==> config.mk <==
export PLATFORM = sky130hd
export DESIGN_NAME = acc_core
export DESIGN_NICKNAME = d
export VERILOG_FILES = /design/src/rtl/acc_pkg.sv /design/src/rtl/acc_alu.sv /design/src/rtl/acc_branch.sv /design/src/rtl/acc_seq.sv /design/src/rtl/acc_core.sv
export SDC_FILE = /design/constraint.sdc
export NUM_CORES = 1
export LEC_CHECK = 0
export ABC_AREA = 1
export BUFFER_PORTS_ARGS = -buffer_cell sky130_fd_sc_hd__buf_4
export CAP_MARGIN = 20
export CORE_AREA = 2 2 70 72
export DETAILED_ROUTE_END_ITERATION = 12
export DIE_AREA = 0 0 72 74
export HOLD_SLACK_MARGIN = 0.08
export SLEW_MARGIN = 20
export SYNTH_ARGS = -nofsm -noshare
export SYNTH_HDL_FRONTEND = slang
export SYNTH_SLANG_ARGS = --single-unit
export TNS_END_PERCENT = 5
==> constraint.sdc <==
create_clock -name clk -period 2.3 [get_ports clk]
set_clock_uncertainty 0.1 [all_clocks]
set_input_delay 0.115 -clock clk [delete_from_list [all_inputs] [get_ports clk]]
set_output_delay 0.115 -clock clk [all_outputs]
set_load 0.03 [all_outputs]
==> src/rtl/acc_pkg.sv <==
package acc_pkg;

  localparam int OPC_W = 2;

  typedef enum logic [OPC_W-1:0] {
    OP_NOR = 2'b00,
    OP_ADD = 2'b01,
    OP_STA = 2'b10,
    OP_JCC = 2'b11
  } op_e;

  typedef enum logic [1:0] {
    ST_FETCH  = 2'b00,
    ST_DECODE = 2'b01,
    ST_EXEC   = 2'b10,
    ST_HALT   = 2'b11
  } state_e;

endpackage

==> src/rtl/acc_alu.sv <==
module acc_alu
  import acc_pkg::*;
#(
  parameter int DATA_W = 8
) (
  input  op_e               op,
  input  logic [DATA_W-1:0] acc_in,
  input  logic [DATA_W-1:0] opnd,
  input  logic              carry_in,
  output logic [DATA_W-1:0] result,
  output logic              carry_out
);

  logic [DATA_W:0] sum;

  assign sum = {1'b0, acc_in} + {1'b0, opnd};

  always_comb begin
    result    = acc_in;
    carry_out = carry_in;
    case (op)
      OP_NOR: begin
        result    = ~(acc_in | opnd);
        carry_out = carry_in;
      end
      OP_ADD: begin
        result    = sum[DATA_W-1:0];
        carry_out = sum[DATA_W];
      end
      default: begin
        result    = acc_in;
        carry_out = carry_in;
      end
    endcase
  end

endmodule

==> src/rtl/acc_branch.sv <==
module acc_branch #(
  parameter int ADDR_W = 6
) (
  input  logic [ADDR_W-1:0] pc,
  input  logic [ADDR_W-1:0] target,
  input  logic              carry,
  output logic              take,
  output logic              self_loop,
  output logic [ADDR_W-1:0] pc_inc,
  output logic [ADDR_W-1:0] pc_jcc
);

  assign pc_inc    = pc + 1'b1;
  assign take      = ~carry;
  assign self_loop = take && (target == pc);
  assign pc_jcc    = take ? target : pc_inc;

endmodule

==> src/rtl/acc_seq.sv <==
module acc_seq
  import acc_pkg::*;
(
  input  logic   clk,
  input  logic   rst_n,
  input  op_e    dec_op,
  input  logic   halt_req,
  output state_e state
);

  state_e state_nxt;

  always_comb begin
    state_nxt = state;
    case (state)
      ST_FETCH:  state_nxt = ST_DECODE;
      ST_DECODE: begin
        case (dec_op)
          OP_NOR, OP_ADD: state_nxt = ST_EXEC;
          OP_STA:         state_nxt = ST_FETCH;
          default:        state_nxt = halt_req ? ST_HALT : ST_FETCH;
        endcase
      end
      ST_EXEC:   state_nxt = ST_FETCH;
      default:   state_nxt = ST_HALT;
    endcase
  end

  always_ff @(posedge clk or negedge rst_n) begin
    if (!rst_n) state <= ST_FETCH;
    else        state <= state_nxt;
  end

  // once stopped, the sequencer never leaves the halt state
  p_halt_sticky_r9: assert property (@(posedge clk) disable iff (!rst_n)
    state == ST_HALT |=> state == ST_HALT);

  // execute only ever follows a decode
  p_exec_after_decode_r3: assert property (@(posedge clk) disable iff (!rst_n)
    state == ST_EXEC |-> $past(state) == ST_DECODE);

  // a fetch is always followed by a decode
  p_fetch_then_decode_r3: assert property (@(posedge clk) disable iff (!rst_n)
    state == ST_FETCH |=> state == ST_DECODE);

endmodule

==> src/rtl/acc_core.sv <==
module acc_core
  import acc_pkg::*;
#(
  parameter int DATA_W = 8
) (
  input  logic                       clk,
  input  logic                       rst_n,
  output logic [DATA_W-OPC_W-1:0]    mem_addr,
  output logic [DATA_W-1:0]          mem_wdata,
  output logic                       mem_we,
  input  logic [DATA_W-1:0]          mem_rdata,
  output logic                       halted
);

  localparam int ADDR_W = DATA_W - OPC_W;

  state_e            state;
  op_e               dec_op;
  logic [ADDR_W-1:0] dec_addr;

  logic [DATA_W-1:0] acc_q, acc_nxt;
  logic              carry_q, carry_nxt;
  logic [ADDR_W-1:0] pc_q, pc_nxt;
  logic [ADDR_W-1:0] ir_addr_q;
  op_e               ir_op_q;

  logic acc_en, carry_en, pc_en, ir_en;

  logic [DATA_W-1:0] alu_res;
  logic              alu_carry;
  logic              br_take, br_self;
  logic [ADDR_W-1:0] pc_inc, pc_jcc;

  logic in_decode, in_exec;

  assign dec_op   = op_e'(mem_rdata[DATA_W-1 -: OPC_W]);
  assign dec_addr = mem_rdata[ADDR_W-1:0];

  assign in_decode = (state == ST_DECODE);
  assign in_exec   = (state == ST_EXEC);

  acc_seq u_seq (
    .clk      (clk),
    .rst_n    (rst_n),
    .dec_op   (dec_op),
    .halt_req (br_self),
    .state    (state)
  );

  acc_alu #(.DATA_W(DATA_W)) u_alu (
    .op        (ir_op_q),
    .acc_in    (acc_q),
    .opnd      (mem_rdata),
    .carry_in  (carry_q),
    .result    (alu_res),
    .carry_out (alu_carry)
  );

  acc_branch #(.ADDR_W(ADDR_W)) u_branch (
    .pc        (pc_q),
    .target    (dec_addr),
    .carry     (carry_q),
    .take      (br_take),
    .self_loop (br_self),
    .pc_inc    (pc_inc),
    .pc_jcc    (pc_jcc)
  );

  // Memory port
  always_comb begin
    case (state)
      ST_DECODE: mem_addr = dec_addr;
      ST_EXEC:   mem_addr = ir_addr_q;
      default:   mem_addr = pc_q;
    endcase
  end

  assign mem_we    = in_decode && (dec_op == OP_STA);
  assign mem_wdata = acc_q;
  assign halted    = (state == ST_HALT);

  // Next-state logic for the architectural registers
  always_comb begin
    ir_en     = in_decode;

    acc_en    = in_exec;
    acc_nxt   = alu_res;

    carry_en  = in_exec || (in_decode && (dec_op == OP_JCC) && !br_take);
    carry_nxt = in_exec ? alu_carry : 1'b0;

    pc_en     = in_exec || (in_decode && ((dec_op == OP_STA) || (dec_op == OP_JCC)));
    pc_nxt    = (in_decode && (dec_op == OP_JCC)) ? pc_jcc : pc_inc;
  end

  // Registers
  always_ff @(posedge clk or negedge rst_n) begin
    if (!rst_n)      acc_q <= '0;
    else if (acc_en) acc_q <= acc_nxt;
  end

  always_ff @(posedge clk or negedge rst_n) begin
    if (!rst_n)        carry_q <= 1'b0;
    else if (carry_en) carry_q <= carry_nxt;
  end

  always_ff @(posedge clk or negedge rst_n) begin
    if (!rst_n)     pc_q <= '0;
    else if (pc_en) pc_q <= pc_nxt;
  end

  always_ff @(posedge clk or negedge rst_n) begin
    if (!rst_n) begin
      ir_addr_q <= '0;
      ir_op_q   <= OP_NOR;
    end else if (ir_en) begin
      ir_addr_q <= dec_addr;
      ir_op_q   <= dec_op;
    end
  end

  // an all-ones operand clears the accumulator
  p_nor_allones_r4: assert property (@(posedge clk) disable iff (!rst_n)
    (in_exec && ir_op_q == OP_NOR && mem_rdata == '1) |=> acc_q == '0);

  // NOR leaves the flag alone
  p_nor_keeps_carry_r4: assert property (@(posedge clk) disable iff (!rst_n)
    (in_exec && ir_op_q == OP_NOR) |=> $stable(carry_q));

  // the flag and accumulator together hold the full sum
  p_add_sum_r5: assert property (@(posedge clk) disable iff (!rst_n)
    (in_exec && ir_op_q == OP_ADD) |=>
      {carry_q, acc_q} == ({1'b0, $past(acc_q)} + {1'b0, $past(mem_rdata)}));

  // a store strobes for one cycle and touches no register
  p_sta_one_cycle_r6: assert property (@(posedge clk) disable iff (!rst_n)
    mem_we |=> !mem_we && $stable(acc_q) && $stable(carry_q));

  // taken branch lands on its target, carry stays clear
  p_jcc_taken_r7: assert property (@(posedge clk) disable iff (!rst_n)
    (in_decode && dec_op == OP_JCC && !carry_q) |=>
      !carry_q && pc_q == $past(mem_rdata[ADDR_W-1:0]));

  // fall-through clears carry and steps the counter
  p_jcc_fall_r8: assert property (@(posedge clk) disable iff (!rst_n)
    (in_decode && dec_op == OP_JCC && carry_q) |=>
      !carry_q && pc_q == $past(pc_q) + 1'b1);

  // no writes and a frozen address once halted
  p_halt_quiet_r9: assert property (@(posedge clk) disable iff (!rst_n)
    halted |=> halted && !mem_we && $stable(mem_addr));

endmodule

==> qor.txt, run 1 <==
OUTCOME
----------------------------------------------------------------------------------------
Run status                                                                  finished clean

STA
----------------------------------------------------------------------------------------
Setup total negative slack                                                          0 ns
Final setup vio count                                                                  0
Endpoints failing hold                                                                 0
Worst Hold Margin                                                               0.174 ns
RSZ-0062 raised after global routing                                               false
Max-Slew Margin vs Limit                                                           65.6%
Post-layout min period                                                           2.02 ns
Transition at the pin with the smallest max-transition slack                    0.516 ns
Max frequency                                                                  0.495 GHz
Minimum setup slack in the final design                                         0.281 ns
Number of max-slew violations in the final report                                      0
Portion of the clock cycle consumed by the worst path in the final layout          87.8%

PLACED DESIGN
----------------------------------------------------------------------------------------
Pre-CTS worst setup slack                                                       0.613 ns
Post-DP HPWL                                                                     3.60 mm
Count of input and output buffers                                                     25
Final estimated routing congestion in global placement                             0.885
Cell total after placement                                                           350

SYNTHESIS
----------------------------------------------------------------------------------------
Largest family of logic cells by synthesized area                           simple AND/OR/NAND/NOR gates
Synthesized area divided by synthesized cell count                             7.29 um^2
Count of synthesis-stage warnings from yosys                                           0
Area share of xor/xnor cells in the synthesized design                             1.75%
Share of synthesized area spent on multiplexers                                       0%
Share of the synthesized area in compound gates (AO/OA/AOI/OAI)                    15.5%
Top cells by area in the synthesized netlist                                dfrtp_1 (31%), ha_1 (13%), nand2_1 (11%)
Top cell type's share of synthesized area                                          31.3%
Mapped Area                                                                    2000 um^2
Adder and majority gate portion of the synthesized area                            14.2%
Post-synthesis register bit count                                                     25
Share of the yosys chip area belonging to registers                                31.3%
Synthesized Nets                                                                     306
Post-Synth Simple-Gate Area                                                        25.4%
Number of unique standard cell types used by synthesis                                33
Synth area leader                                                                dfrtp_1
Instance count of the mapped netlist                                                 274

LAYOUT
----------------------------------------------------------------------------------------
Final standard cell count with taps included and fillers excluded                    363
Proportion of layout cells with a drive suffix above 1                             14.9%
Combined area of the multi-input logic cells                                   1140 um^2
Commonest non-fill, non-tap cell in the layout                                   nand2_1
Total area of sequential cells                                                  626 um^2
Commonest cells after routing, fill and taps aside                          nand2_1 (61), inv_1 (48), buf_4 (26)
Area overhead of the layout relative to synthesis                                  18.4%
Diode insertion count for antenna repair                                               0
Fillers                                                                              466
Final nets                                                                           342

CTS
----------------------------------------------------------------------------------------
Buffer count from post-CTS setup fixing                                                0
Sinks on the clock net                                                                25
Clock slew seen by the registers of the worst setup and hold paths               0.10 ns
Buffer levels on the longest clock path                                                2
PostCTS Resize Cnt                                                                     0
Number of CTS-inserted buffers                                                         3
Clk Latency, worst-skew pair                                                     0.28 ns
H-tree Lvls                                                                            1
CTS Root Cell                                                                   clkbuf_8
CTS tree                                                                            done

CRITICAL PATH
----------------------------------------------------------------------------------------
Arrival time at the worst endpoint                                               1.80 ns
Setup crit end kind                                                         primary output
Critical path class                                                         register to primary output
Max Fanout on Critical Path                                                            8
Kind of start point of the critical path                                        register
Data required time of the worst path                                             2.09 ns

FLOORPLANNING
----------------------------------------------------------------------------------------
Ports                                                                                 26
Die height                                                                         74 um
Placeable Area                                                                 4600 um^2
Die Span X                                                                         72 um
Die area                                                                       5330 um^2
Initial core utilization                                                           43.4%
Row count                                                                             25

GLOBAL ROUTE
----------------------------------------------------------------------------------------
Antenna violations before repair                                                       0
Maximum number of pins on one net before global-route repair                          26
Via count of the first global-routing pass                                          1688
Total routing resource utilization after global routing                            19.5%
First-pass GRT wire length                                                       7.94 mm
Global route total overflow                                                            0

POWER AND IR DROP
----------------------------------------------------------------------------------------
LEAKAGE                                                                          1.25 nW
Worst voltage drop across the vdd grid                                          0.841 mV
Power per cell area                                                         1390 nW/um^2

DRT
----------------------------------------------------------------------------------------
Remaining design rule violation count                                                  0
Detailed Routing Iterations Pass 1                                                     4
ANT nets after route                                                                   0
Drt total wl                                                                     4.76 mm
Detailed-route vias per instance                                                    5.00
Count of routing violations after the opening detailed-route iteration               116
Routed length per placed instance                                                13.1 um
Routed vias                                                                         1815

MIN PATH
----------------------------------------------------------------------------------------
Hold Crit Class                                                             primary input to async pin

RUN
----------------------------------------------------------------------------------------
Number of max-cap violations                                                           0

logic make-up (layout without fill, tap and decap cells):
group	after synthesis	in the layout
AO/OA/AOI/OAI	56	56
XOR/XNOR	4	4
AND/OR/NAND/NOR	110	110
buffers and inverters	57	92
adder cells (fa/ha/maj)	22	22
flip-flops	25	25
sequential cells by signal, indices dropped and copies added (netlist names):
signal       cells
carry_q          1
mem_wdata        8
pc_q             6
ir_addr_q        6
u_seq.state      2
ir_op_q          2
routing by layer:
layer / wire (um) / GRT usage (%) / share of wire (%)
met1: 2300 / 26.0 / 48
met3: 182 / 3.39 / 3.8
met2: 2160 / 32.1 / 45
met5: 0 / 0 / 0
met4: 119 / 6.71 / 2.5
worst max-delay path, cell delays in order, from the launching register on:
cell and delay [ns]:
dfrtp_1 0.42, inv_1 0.10, ha_1 0.27, inv_2 0.15, o21ai_0 0.21, nand2_1 0.06, o21ai_0 0.11, buf_4 0.21
final timing paths:
check                                     from           end  slack (ns)  depth (start not counted)
worst min-delay path                     rst_n       pc_q[1]        0.17                          2
min in group clk                  ir_addr_q[0]  ir_addr_q[0]        0.43                          2
worst min register to register    ir_addr_q[0]  ir_addr_q[0]        0.43                          2
worst max-delay path            u_seq.state[0]   mem_addr[0]        0.28                          7
max in group asynchronous                rst_n  mem_wdata[6]        1.67                          2
worst max register to register    mem_wdata[0]  mem_wdata[6]        0.61                          9
final cells by class:
| class | count | area share [%] |
|---|---|---|
| clock buffer | 3 | 1.75 |
| multi-input combinational | 192 | 48.0 |
| timing repair buffer | 35 | 12.1 |
| clock inverter | 1 | 0.212 |
| inverter | 53 | 8.62 |
| tap | 54 | 2.86 |
| sequential | 25 | 26.5 |
stage by stage:
step | power, mW | cell area (um^2) | util (%)
floorplan | 2.42 | 2000 | -
finish | 3.28 | 2360 | 51.4
global placement | 2.99 | 2230 | 48.5
global route | 3.62 | 2360 | 51.4
detailed placement | 3.01 | 2230 | 48.5
CTS | 3.32 | 2360 | 51.4
power by group:
part           internal (mW)  switching (mW)  total [mW]
clock                  0.122           0.162       0.284
combinational          0.783            1.37        2.16
sequential             0.651           0.189       0.840
synthesized netlist by cell type (all sizes together):
library cell  instances
nor3                  1
o31ai                 1
clkinv                1
xnor2                 2
nand2                64
buf                   3
a31oi                 2
dfrtp                25
or2                   1
xor2                  2
o22ai                 5
nand3                17
o21ai                30
inv                  52
nand4                 4
fa                    1
nand3b                1
nor2                 22
clkbuf                1
o211ai                2
ha                   21
a21oi                15
o21a                  1
timing repair:
item / in CTS / in global routing
endpoints found under the hold margin: 37 / 0
hold buffers: 9 / 0
endpoints found under the setup margin: 0 / 0
(Power assumes the default switching activity.)
==> inputs of run 2 (changes only) <==
==> constraint.sdc (replaced) <==
create_clock -name clk -period 2.18 [get_ports clk]
set_clock_uncertainty 0.1 [all_clocks]
set_input_delay 0.109 -clock clk [delete_from_list [all_inputs] [get_ports clk]]
set_output_delay 0.109 -clock clk [all_outputs]
set_load 0.03 [all_outputs]
==> run 2 against run 1 <==
Global-route usage increased by 0.31 points. Combinational power grew 6%. Count of clock-buffer cells in the layout rose by 1. Worst setup slack worse by 0.094 ns. Cell area about the same. Clock power grew 3%. Critical path type unchanged.
==> qor.txt, run 2 (synthesis gave the netlist of run 1 again) <==
CRITICAL PATH
----------------------------------------------------------------------------------------
Setup crit end kind                                                         primary output
Max Fanout on Critical Path                                                           13
Critical path class                                                         register to primary output
Worst reg-to-reg path cell count                                                       9
Worst R2R Start                                                             mem_wdata[0]
Cell chain of the critical path                                             inv_1 -> ha_1 -> buf_4 -> nand2_1 -> o21ai_0 -> nand2_1 -> o21ai_0 -> buf_4
Delay contributed by the slowest stage of the critical path                      0.41 ns
Register-to-Register Setup Slack                                                 0.49 ns
Arrival time at the worst endpoint                                               1.78 ns
Kind of start point of the critical path                                        register
Library cell contributing the largest single delay on the critical path          dfrtp_1
Endpoint of the most critical register-to-register path                     mem_wdata[6]
Data required time of the worst path                                             1.97 ns

CTS
----------------------------------------------------------------------------------------
Sinks on the clock net                                                                25
Clock slew seen by the registers of the worst setup and hold paths               0.10 ns
CTS tree                                                                            done
Buffer levels on the longest clock path                                                2
PostCTS Resize Cnt                                                                     0
CTS Root Cell                                                                   clkbuf_8
Clk Latency, worst-skew pair                                                     0.28 ns
H-tree Lvls                                                                            1
Number of CTS-inserted buffers                                                         3

LAYOUT
----------------------------------------------------------------------------------------
End-of-flow core utilization                                                       51.4%
Diode insertion count for antenna repair                                               0
Final nets                                                                           342
Commonest non-fill, non-tap cell in the layout                                   nand2_1
Fillers                                                                              465
Proportion of layout cells with a drive suffix above 1                             14.6%
Final standard cell count with taps included and fillers excluded                    363
Area overhead of the layout relative to synthesis                                  18.4%
Number of flip-flops under the largest register name                                   8
Commonest cells after routing, fill and taps aside                          nand2_1 (61), inv_1 (48), buf_4 (26)

STA
----------------------------------------------------------------------------------------
Post-layout min period                                                           1.99 ns
Number of max-slew violations in the final report                                      0
Transition at the pin with the smallest max-transition slack                    0.532 ns
Final setup vio count                                                                  0
Max frequency                                                                  0.502 GHz
Max-Slew Margin vs Limit                                                           64.5%
RSZ-0062 raised after global routing                                               false
Setup total negative slack                                                          0 ns
Portion of the clock cycle consumed by the worst path in the final layout          91.4%
Minimum setup slack in the final design                                         0.187 ns
Endpoints failing hold                                                                 0

DRT
----------------------------------------------------------------------------------------
Detailed route wirelength on metal3                                               152 um
Drt total wl                                                                     4.73 mm
Count of routing violations after the opening detailed-route iteration               109
Remaining design rule violation count                                                  0
Detailed-route vias per instance                                                    5.08
Routed length per placed instance                                                13.0 um
M1 WL                                                                            2.32 mm
Top routing layer in use                                                            met4
Detailed Routing Iterations Pass 1                                                     4
Routed vias                                                                         1845
ANT nets after route                                                                   0
Routed wire length on met2                                                       2.20 mm

GLOBAL ROUTE
----------------------------------------------------------------------------------------
Antenna violations before repair                                                       0
First-pass GRT wire length                                                       8.18 mm
Via count of the first global-routing pass                                          1750
Maximum number of pins on one net before global-route repair                          26
Global route total overflow                                                            0
Total routing resource utilization after global routing                            19.8%

FLOORPLANNING
----------------------------------------------------------------------------------------
Initial core utilization                                                           43.4%
Die height                                                                         74 um
Die Span X                                                                         72 um
Row count                                                                             25
Ports                                                                                 26
Die area                                                                       5330 um^2
Placeable Area                                                                 4600 um^2

RUN
----------------------------------------------------------------------------------------
Number of max-cap violations                                                           0

MIN PATH
----------------------------------------------------------------------------------------
Hold Crit Class                                                             primary input to async pin

POWER AND IR DROP
----------------------------------------------------------------------------------------
Worst voltage drop across the vdd grid                                          0.896 mV
Total chip power                                                                 3.47 mW
Power per cell area                                                         1470 nW/um^2
LEAKAGE                                                                          1.24 nW

PLACED DESIGN
----------------------------------------------------------------------------------------
Pre-CTS worst setup slack                                                       0.490 ns
Post-DP HPWL                                                                     3.60 mm
Cell total after placement                                                           350
Final estimated routing congestion in global placement                             0.852
Count of input and output buffers                                                     25

OUTCOME
----------------------------------------------------------------------------------------
Run status                                                                  finished clean

run 2: cell types whose count changed in the layout (fill, tap and decap cells not counted), sizes merged:
cell / before / now
clkbuf: 3 / 4
clkinv: 2 / 1
run 2: what timing repair did:
action,in CTS,in global routing
hold endpoints to repair,37,0
hold buffers,9,0
buffers inserted,0,0
run 2: routing by layer:
| layer | up-vias | track usage (%) |
|---|---|---|
| li1 | 947 | - |
| met1 | 863 | 25.4 |
| met2 | 29 | 34.5 |
| met3 | 6 | 3.66 |
| met4 | 0 | 5.45 |
| met5 | - | 0 |
run 2: worst max-delay path by stage:
stage	end	startpoint	slack (ns)
after floorplan	mem_addr[0]	u_seq.state[0]	0.36
after global placement	mem_wdata[6]	mem_wdata[0]	0.49
after detailed placement	mem_wdata[6]	mem_wdata[0]	0.49
after CTS	mem_addr[0]	u_seq.state[1]	0.18
after global routing	mem_addr[0]	u_seq.state[1]	0.01
final	mem_addr[2]	u_seq.state[1]	0.19
run 2: cell type report:
class | count | area (um^2) | share of cell area (%)
clock buffers | 4 | 45.0 | 1.91
inverters | 53 | 204 | 8.63
multi-input cells | 192 | 1140 | 48.1
flip-flops and latches | 25 | 626 | 26.5
well taps | 54 | 67.6 | 2.86
repair buffers | 35 | 285 | 12.1
run 2: stage by stage:
step	hold slack [ns]	area (um^2)
finish	0.167	2360
global route	0.210	2360
CTS	0.177	2360
detailed placement	-0.0530	2230
global placement	-0.0541	2230
floorplan	-0.287	2000
run 2: where the power goes:
group / total (mW) / internal (mW) / leakage, nW / switching, mW
clock network: 0.293 / 0.131 / 0.0228 / 0.161
logic: 2.29 / 0.826 / 0.913 / 1.46
registers: 0.889 / 0.687 / 0.307 / 0.202
total: 3.47 / 1.64 / 1.24 / 1.82
run 2: worst max-delay path, delay by kind of cell, from the launching register on:
kind	cells	cell delay (ns)
buffers and inverters	3	0.51
AO/OA/AOI/OAI	2	0.18
AND/OR/NAND/NOR	2	0.14
flip-flops	1	0.41
adder cells (fa/ha/maj)	1	0.28
